<file path="config.mk">
export PLATFORM = sky130hd
export DESIGN_NAME = store_queue
export DESIGN_NICKNAME = d
export VERILOG_FILES = /design/src/rtl/sq_pkg.sv /design/src/rtl/sq_ptrs.sv /design/src/rtl/sq_search.sv /design/src/rtl/store_queue.sv
export SDC_FILE = /design/constraint.sdc
export NUM_CORES = 2
export LEC_CHECK = 0
export BUFFER_PORTS_ARGS = -buffer_cell sky130_fd_sc_hd__buf_2
export CORE_UTILIZATION = 50
export DETAILED_ROUTE_END_ITERATION = 10
export PLACE_DENSITY = 0.67
export SLEW_MARGIN = 40
export SYNTH_ARGS = -nofsm -noshare
export SYNTH_HDL_FRONTEND = slang
export SYNTH_SLANG_ARGS = --single-unit
</file>
<file path="constraint.sdc">
create_clock -name clk -period 7.7 [get_ports clk]
set_clock_uncertainty 0.1 [all_clocks]
set_input_delay 0.77 -clock clk [delete_from_list [all_inputs] [get_ports clk]]
set_output_delay 0.77 -clock clk [all_outputs]
set_load 0.01 [all_outputs]
</file>
<file path="src/rtl/sq_pkg.sv">
package sq_pkg;
    typedef enum logic [1:0] {
        LD_MEM   = 2'b00,
        LD_STALL = 2'b01,
        LD_DATA  = 2'b10,
        LD_TAG   = 2'b11
    } ld_res_e;
endpackage

</file>
<file path="src/rtl/sq_ptrs.sv">
// Head and tail positions with one wrap bit; DEPTH must be a power of two.
module sq_ptrs #(
    parameter int DEPTH = 8,
    localparam int IW = $clog2(DEPTH),
    localparam int PW = IW + 1
) (
    input  logic          clk,
    input  logic          rst_n,
    input  logic          push,
    input  logic          pop,
    input  logic          flush,
    output logic [PW-1:0] head_pos,
    output logic [PW-1:0] tail_pos,
    output logic [PW-1:0] count,
    output logic          full,
    output logic          empty
);
    typedef struct packed {
        logic [PW-1:0] head;
        logic [PW-1:0] tail;
    } ptr_t;

    ptr_t ptr_d, ptr_q;

    always_comb begin
        ptr_d = ptr_q;
        if (flush) begin
            ptr_d.head = ptr_q.tail;
        end else begin
            if (pop)  ptr_d.head = ptr_q.head + PW'(1);
            if (push) ptr_d.tail = ptr_q.tail + PW'(1);
        end
    end

    always_ff @(posedge clk) begin
        if (!rst_n) ptr_q <= '0;
        else        ptr_q <= ptr_d;
    end

    assign head_pos = ptr_q.head;
    assign tail_pos = ptr_q.tail;
    assign count    = ptr_q.tail - ptr_q.head;
    assign full     = (count == PW'(DEPTH));
    assign empty    = (count == '0);


    cnt_bound_chk: assert property (@(posedge clk) disable iff (!rst_n)
        count <= PW'(DEPTH));
endmodule

</file>
<file path="src/rtl/sq_search.sv">
// Associative scan over the stores older than a load position.
module sq_search
    import sq_pkg::*;
#(
    parameter int DEPTH = 8,
    parameter int AW = 32,
    parameter int DW = 32,
    parameter int TW = 3,
    localparam int IW = $clog2(DEPTH),
    localparam int PW = IW + 1
) (
    input  logic [PW-1:0] head_pos,
    input  logic [PW-1:0] ld_pos,
    input  logic [AW-1:0] ld_addr,
    input  logic          av   [DEPTH],
    input  logic          dv   [DEPTH],
    input  logic [AW-1:0] addr [DEPTH],
    input  logic [DW-1:0] data [DEPTH],
    input  logic [TW-1:0] tag  [DEPTH],
    output ld_res_e       result,
    output logic [DW-1:0] fwd_data,
    output logic [TW-1:0] fwd_tag
);
    logic [PW-1:0] older;
    logic [IW-1:0] slot;
    logic          stall, hit, hit_dv;

    always_comb begin
        older    = ld_pos - head_pos;
        stall    = 1'b0;
        hit      = 1'b0;
        hit_dv   = 1'b0;
        fwd_data = '0;
        fwd_tag  = '0;
        slot     = '0;
        // Walk from oldest to youngest so the last match wins.
        for (int k = 0; k < DEPTH; k++) begin
            slot = head_pos[IW-1:0] + IW'(k);
            if (PW'(k) < older) begin
                if (!av[slot]) begin
                    stall = 1'b1;
                end else if (addr[slot] == ld_addr) begin
                    hit      = 1'b1;
                    hit_dv   = dv[slot];
                    fwd_data = data[slot];
                    fwd_tag  = tag[slot];
                end
            end
        end
        if (stall)     result = LD_STALL;
        else if (!hit) result = LD_MEM;
        else if (hit_dv) result = LD_DATA;
        else           result = LD_TAG;
    end
endmodule

</file>
<file path="src/rtl/store_queue.sv">
module store_queue
    import sq_pkg::*;
#(
    parameter int DEPTH = 8,
    parameter int AW = 32,
    parameter int DW = 32,
    parameter int TW = 3,
    localparam int IW = $clog2(DEPTH),
    localparam int PW = IW + 1
) (
    input  logic          clk,
    input  logic          rst_n,
    input  logic          flush,
    input  logic          alloc_valid,
    input  logic [TW-1:0] alloc_tag,
    output logic          alloc_ready,
    output logic [IW-1:0] alloc_idx,
    output logic [PW-1:0] tail_pos,
    input  logic          addr_wr,
    input  logic [IW-1:0] addr_wr_idx,
    input  logic [AW-1:0] addr_wr_value,
    input  logic          data_wr,
    input  logic [IW-1:0] data_wr_idx,
    input  logic [DW-1:0] data_wr_value,
    input  logic [AW-1:0] ld_addr,
    input  logic [PW-1:0] ld_pos,
    output logic [1:0]    ld_result,
    output logic [DW-1:0] ld_data,
    output logic [TW-1:0] ld_tag,
    input  logic          cmt_pop,
    output logic          cmt_ready,
    output logic [AW-1:0] cmt_addr,
    output logic [DW-1:0] cmt_data
);
    typedef struct packed {
        logic          av;
        logic          dv;
        logic [AW-1:0] a;
        logic [DW-1:0] d;
        logic [TW-1:0] t;
    } ent_t;

    typedef struct packed {
        ent_t [DEPTH-1:0] ent;
    } sq_state_t;

    sq_state_t st_d, st_q;

    logic [PW-1:0] head_pos, count;
    logic          full, empty, alloc_fire, pop_fire;
    logic [IW-1:0] head_idx;

    assign head_idx    = head_pos[IW-1:0];
    assign alloc_ready = !full;
    assign alloc_idx   = tail_pos[IW-1:0];
    assign alloc_fire  = alloc_valid && !full && !flush;
    assign cmt_ready   = !empty && st_q.ent[head_idx].av && st_q.ent[head_idx].dv;
    assign pop_fire    = cmt_pop && cmt_ready && !flush;
    assign cmt_addr    = st_q.ent[head_idx].a;
    assign cmt_data    = st_q.ent[head_idx].d;

    sq_ptrs #(.DEPTH(DEPTH)) i_ptrs (
        .clk      (clk),
        .rst_n    (rst_n),
        .push     (alloc_fire),
        .pop      (pop_fire),
        .flush    (flush),
        .head_pos (head_pos),
        .tail_pos (tail_pos),
        .count    (count),
        .full     (full),
        .empty    (empty)
    );

    // A write lands only in a slot that currently holds a store.
    function automatic logic slot_live(input logic [IW-1:0] idx,
                                       input logic [IW-1:0] hd,
                                       input logic [PW-1:0] cnt);
        logic [IW-1:0] off;
        off = idx - hd;
        return PW'(off) < cnt;
    endfunction

    always_comb begin
        st_d = st_q;
        if (alloc_fire) begin
            st_d.ent[alloc_idx].av = 1'b0;
            st_d.ent[alloc_idx].dv = 1'b0;
            st_d.ent[alloc_idx].a  = '0;
            st_d.ent[alloc_idx].d  = '0;
            st_d.ent[alloc_idx].t  = alloc_tag;
        end
        if (addr_wr && slot_live(addr_wr_idx, head_idx, count)) begin
            st_d.ent[addr_wr_idx].av = 1'b1;
            st_d.ent[addr_wr_idx].a  = addr_wr_value;
        end
        if (data_wr && slot_live(data_wr_idx, head_idx, count)) begin
            st_d.ent[data_wr_idx].dv = 1'b1;
            st_d.ent[data_wr_idx].d  = data_wr_value;
        end
    end

    always_ff @(posedge clk) begin
        if (!rst_n) st_q <= '0;
        else        st_q <= st_d;
    end

    logic          av_v [DEPTH];
    logic          dv_v [DEPTH];
    logic [AW-1:0] a_v  [DEPTH];
    logic [DW-1:0] d_v  [DEPTH];
    logic [TW-1:0] t_v  [DEPTH];

    for (genvar g = 0; g < DEPTH; g++) begin : g_unpack
        assign av_v[g] = st_q.ent[g].av;
        assign dv_v[g] = st_q.ent[g].dv;
        assign a_v[g]  = st_q.ent[g].a;
        assign d_v[g]  = st_q.ent[g].d;
        assign t_v[g]  = st_q.ent[g].t;
    end

    ld_res_e res;

    sq_search #(.DEPTH(DEPTH), .AW(AW), .DW(DW), .TW(TW)) i_search (
        .head_pos (head_pos),
        .ld_pos   (ld_pos),
        .ld_addr  (ld_addr),
        .av       (av_v),
        .dv       (dv_v),
        .addr     (a_v),
        .data     (d_v),
        .tag      (t_v),
        .result   (res),
        .fwd_data (ld_data),
        .fwd_tag  (ld_tag)
    );

    assign ld_result = res;


    flush_empty_chk: assert property (@(posedge clk) disable iff (!rst_n)
        flush |=> (!cmt_ready && alloc_ready && tail_pos == head_pos));


    head_hold_chk: assert property (@(posedge clk) disable iff (!rst_n)
        (cmt_ready && !cmt_pop && !flush) |=>
            (cmt_ready && $stable(cmt_addr) && $stable(cmt_data)));


    alloc_grow_chk: assert property (@(posedge clk) disable iff (!rst_n)
        (alloc_valid && alloc_ready && !flush && !(cmt_pop && cmt_ready)) |=>
            (tail_pos - head_pos) == $past(tail_pos - head_pos) + PW'(1));


    pop_shrink_chk: assert property (@(posedge clk) disable iff (!rst_n)
        (cmt_pop && cmt_ready && !alloc_valid && !flush) |=>
            (tail_pos - head_pos) == $past(tail_pos - head_pos) - PW'(1));


    swap_keep_chk: assert property (@(posedge clk) disable iff (!rst_n)
        (cmt_pop && cmt_ready && alloc_valid && alloc_ready && !flush) |=>
            ((tail_pos - head_pos) == $past(tail_pos - head_pos) &&
             tail_pos == $past(tail_pos) + PW'(1)));
endmodule

</file>
==> impl_metrics.csv <==
group,metric,value,unit
status,outcome,"finished, final reports clean",
worst_setup_path,crit_chain,"inv_1 > ha_4 > buf_12 > mux4_2 > xnor2_1 > nand4_1 > nor4_1 > o2111ai_1 > or4_4 > or2_1 > o311ai_1 > nand2_1 > a311oi_1 > buf_2",
hold_path,min_from,"alloc_tag[1]",
placement,dp_hpwl,132900,µm
flow_run,drv_cap,0,
timing,final-hold-violation-count,0,
timing,slew_viol_final,0,
placement,gp_congestion,1.087,
floorplanning,coreArea,100100,µm²
timing,min_period,7.498,ns
cts,h-tree-depth,3,
worst_setup_path,path_delay_family,"simple AND/OR/NAND/NOR gates",
yosys,synth_edf_count,0,
finish,final_core_util,54.53,%
power_and_ir_drop,vdd_drop_max,199.0,µV
timing,finalSetupViolations,0,
yosys,synthMuxAreaShare,35.76,%
hold_path,hold_path.class,"input pin to register",
yosys,ys_seq_area_share,22.18,%
yosys,synthCells,5102,
worst_setup_path,r2r-end,"d_v[77]",
cts,cts_made_buffers,68,
floorplanning,die_h,319.9,µm
global_routing,grt.total_usage,38.21,%
yosys,synth_xor_area_share,4.056,%
finish,drive_gt1_share,24.58,%
floorplanning,initial_core_util,50.46,%
worst_setup_path,crit_fanout,29,
cts,clock_latency,0.70,ns
timing,max_freq,133.4,MHz
global_routing,grt_max_degree,244,
yosys,synth_compound_area_share,15.96,%
finish,finalNetCount,5083,
power_and_ir_drop,power.leakage,17.20,nW
cts,cts_tree,"done",
worst_setup_path,max_stage_delay,0.66,ns
yosys,synth-async-reset-ratio,0,%
global_routing,grt_pass1_vias,42960,
worst_setup_path,r2r_cells,14,
worst_setup_path,worstSetupStartpointType,"register",
drt,wirelength,200300,µm
timing,relSlewSlack,40.15,%
global_routing,grt_pass1_wl,294400,µm
cts,clockBufferDepth,3,
floorplanning,die_w,319.9,µm
drt,wl_per_cell,31.77,µm
global_routing,gr-total-overflow,0,
timing,worstMarginPinSlew,0.8914,ns
cts,path_clk_slew,0.06,ns
finish,seq_area,11220,µm²
yosys,synth-seq-cells,560,
yosys,yosysUniqueCellTypes,90,
yosys,avgSynthCellArea,9.905,µm²
worst_setup_path,worstPathBufferInverterCount,3,
yosys,synth_top_family_by_area,"multiplexers",
drt,ant_nets,0,
drt,first_iter_violations,6968,
yosys,synthAdderAreaFrac,0.5744,%
finish,fillCellCount,8890,
timing,rsz0062_at_grt,"false",
worst_setup_path,worst_ep_arrival_time,6.63,ns
power_and_ir_drop,powerDensity,147.4,nW/µm²
worst_setup_path,critPathRequiredTime,6.83,ns
yosys,ys.flop_type,"dfxtp_1",
worst_setup_path,critPathSlowestCell,"or4_4",
yosys,netlist_area,50530,µm²
drt,dr_total_vias,46470,
drt,dr.pass1.iters,8,
timing,finalSetupTns,0,ns
yosys,synth_simple_gate_area_share,15.52,%
worst_setup_path,r2r-start,"i_ptrs.head_pos[1]",
worst_setup_path,critPathKind,"register to output pin",
worst_setup_path,endpoint_kind,"output pin",
drt,viasPerCell,7.372,
yosys,syn-num-nets,5238,
drt,drc_errors,0,
yosys,synth_warnings,0,
floorplanning,rows,116,
global_routing,antenna_found_initial,15,
finish,multi_input_area,36730,µm²
placement,pre_cts_ws,1.026,ns
worst_setup_path,reg2reg_slack,2.69,ns
cts,cts_root_buf,"clkbuf_16",
floorplanning,die_area,102300,µm²
floorplanning,io_pins,226,
finish,synthToLayoutAreaGrowth,8.069,%
timing,layout_setup_ws,0.2018,ns
placement,port_buffers,225,
cts,numClockSinks,560,
timing,finalCritPeriodShare,97.38,%
hold_path,min_path_cells,3,
==> synth_stat cells (41+ instances only) <==
cell type,number,share of area [%]
nand4_1,41,0.51
mux2i_1,372,7.4
buf_1,51,0.38
mux2_2,69,1.5
xnor2_1,204,3.5
a21oi_1,106,1.0
dfxtp_1,560,22
buf_2,122,1.2
mux4_2,599,27
buf_4,55,0.82
o21ai_0,47,0.47
nand3_1,79,0.78
nor2b_1,542,6.7
nand2_1,580,4.3
nor2_1,119,0.88
clkbuf_1,316,2.3
a22oi_1,554,8.2
==> state kept, by name, indices dropped and copies added, names as in the netlist, named ones only <==
register,flops
av_v,8
d_v,256
i_ptrs.tail_pos,4
i_ptrs.head_pos,4
a_v,256
dv_v,8
==> cells by family (layout without fill, tap and decap cells) <==
logic type / after synthesis / in the layout
multiplexers: 1043 / 1043
adder cells (fa/ha/maj): 21 / 21
AO/OA/AOI/OAI: 1083 / 1083
other: 0 / 10
AND/OR/NAND/NOR: 1535 / 1535
XOR/XNOR: 234 / 234
buffers and inverters: 626 / 520
flip-flops: 560 / 560
==> per-stage QoR <==
step                std cells  cell area (µm²)  power (mW)  hold WS, ns
floorplan                5102            50530       4.136       0.3702
global placement         6167            51920       4.587       0.3858
detailed placement       6171            52080       4.607       0.4033
CTS                      6290            54450       8.018       0.3269
global route             6300            54600       8.251       0.3553
finish                   6304            54610       8.051       0.3337
==> per-layer routing <==
metal	vias to the layer above	wire length [µm]	global-route usage [%]
li1	19290	-	-
met1	23130	79270	53.79
met2	3473	83280	53.66
met3	565	28640	12.55
met4	14	9019	15.53
met5	-	101	0
==> tightest hold or removal path, delay by kind of cell <==
kind,cells,cell delay [ns]
buffers and inverters,1,0.16
AND/OR/NAND/NOR,1,0.07
AO/OA/AOI/OAI,1,0.06
==> where the power goes <==
part	leakage, nW	switching, mW	internal [mW]
Combinational	11.5	0.937	0.600
Clock	1.15	1.45	2.00
Sequential	4.52	0.109	2.96
==> cell type report <==
cell class	instances	area share, %
clock inverters	29	0.8706
flip-flops and latches	560	20.55
multi-input cells	3916	67.26
repair buffers	355	4.513
inverters	46	0.3230
diodes	10	0.04582
clock buffers	90	3.469
well taps	1298	2.974
==> how the worst max path moves through the flow <==
| stage | startpoint | endpoint | cells after the start |
|---|---|---|---|
| 2_1_floorplan | i_ptrs.head_pos[0] | ld_tag[0] | 22 |
| 3_3_place_gp | i_ptrs.head_pos[1] | ld_tag[0] | 15 |
| 3_5_place_dp | i_ptrs.head_pos[1] | ld_tag[0] | 14 |
| 4_1_cts | i_ptrs.head_pos[1] | ld_tag[0] | 14 |
| 5_1_grt | i_ptrs.head_pos[1] | ld_tag[0] | 15 |
| 6_report | i_ptrs.head_pos[1] | ld_tag[1] | 14 |
==> placed cells by master, fill, tap and decap left out, drive strengths merged, types with 27 or more instances in the layout <==
cell type and instances:
nand3 79, a21oi 106, a211oi 40, nor2 121
dfxtp 560, nor2b 543, nor4 28, clkbuf 90
a21boi 27, buf 355, mux2 69, inv 44
o22ai 37, a22oi 554, mux4 602, mux2i 372
xor2 30, nand4 41, nand2 581, o21ai 49
xnor2 204
==> repair_timing <==
action / in CTS / in global routing
hold endpoints to repair: 0 / 0
setup endpoints to repair: 0 / 1
hold buffers: 0 / 0
buffers inserted: 0 / 0
resized for setup: 0 / 1
(Power assumes the default switching activity.)
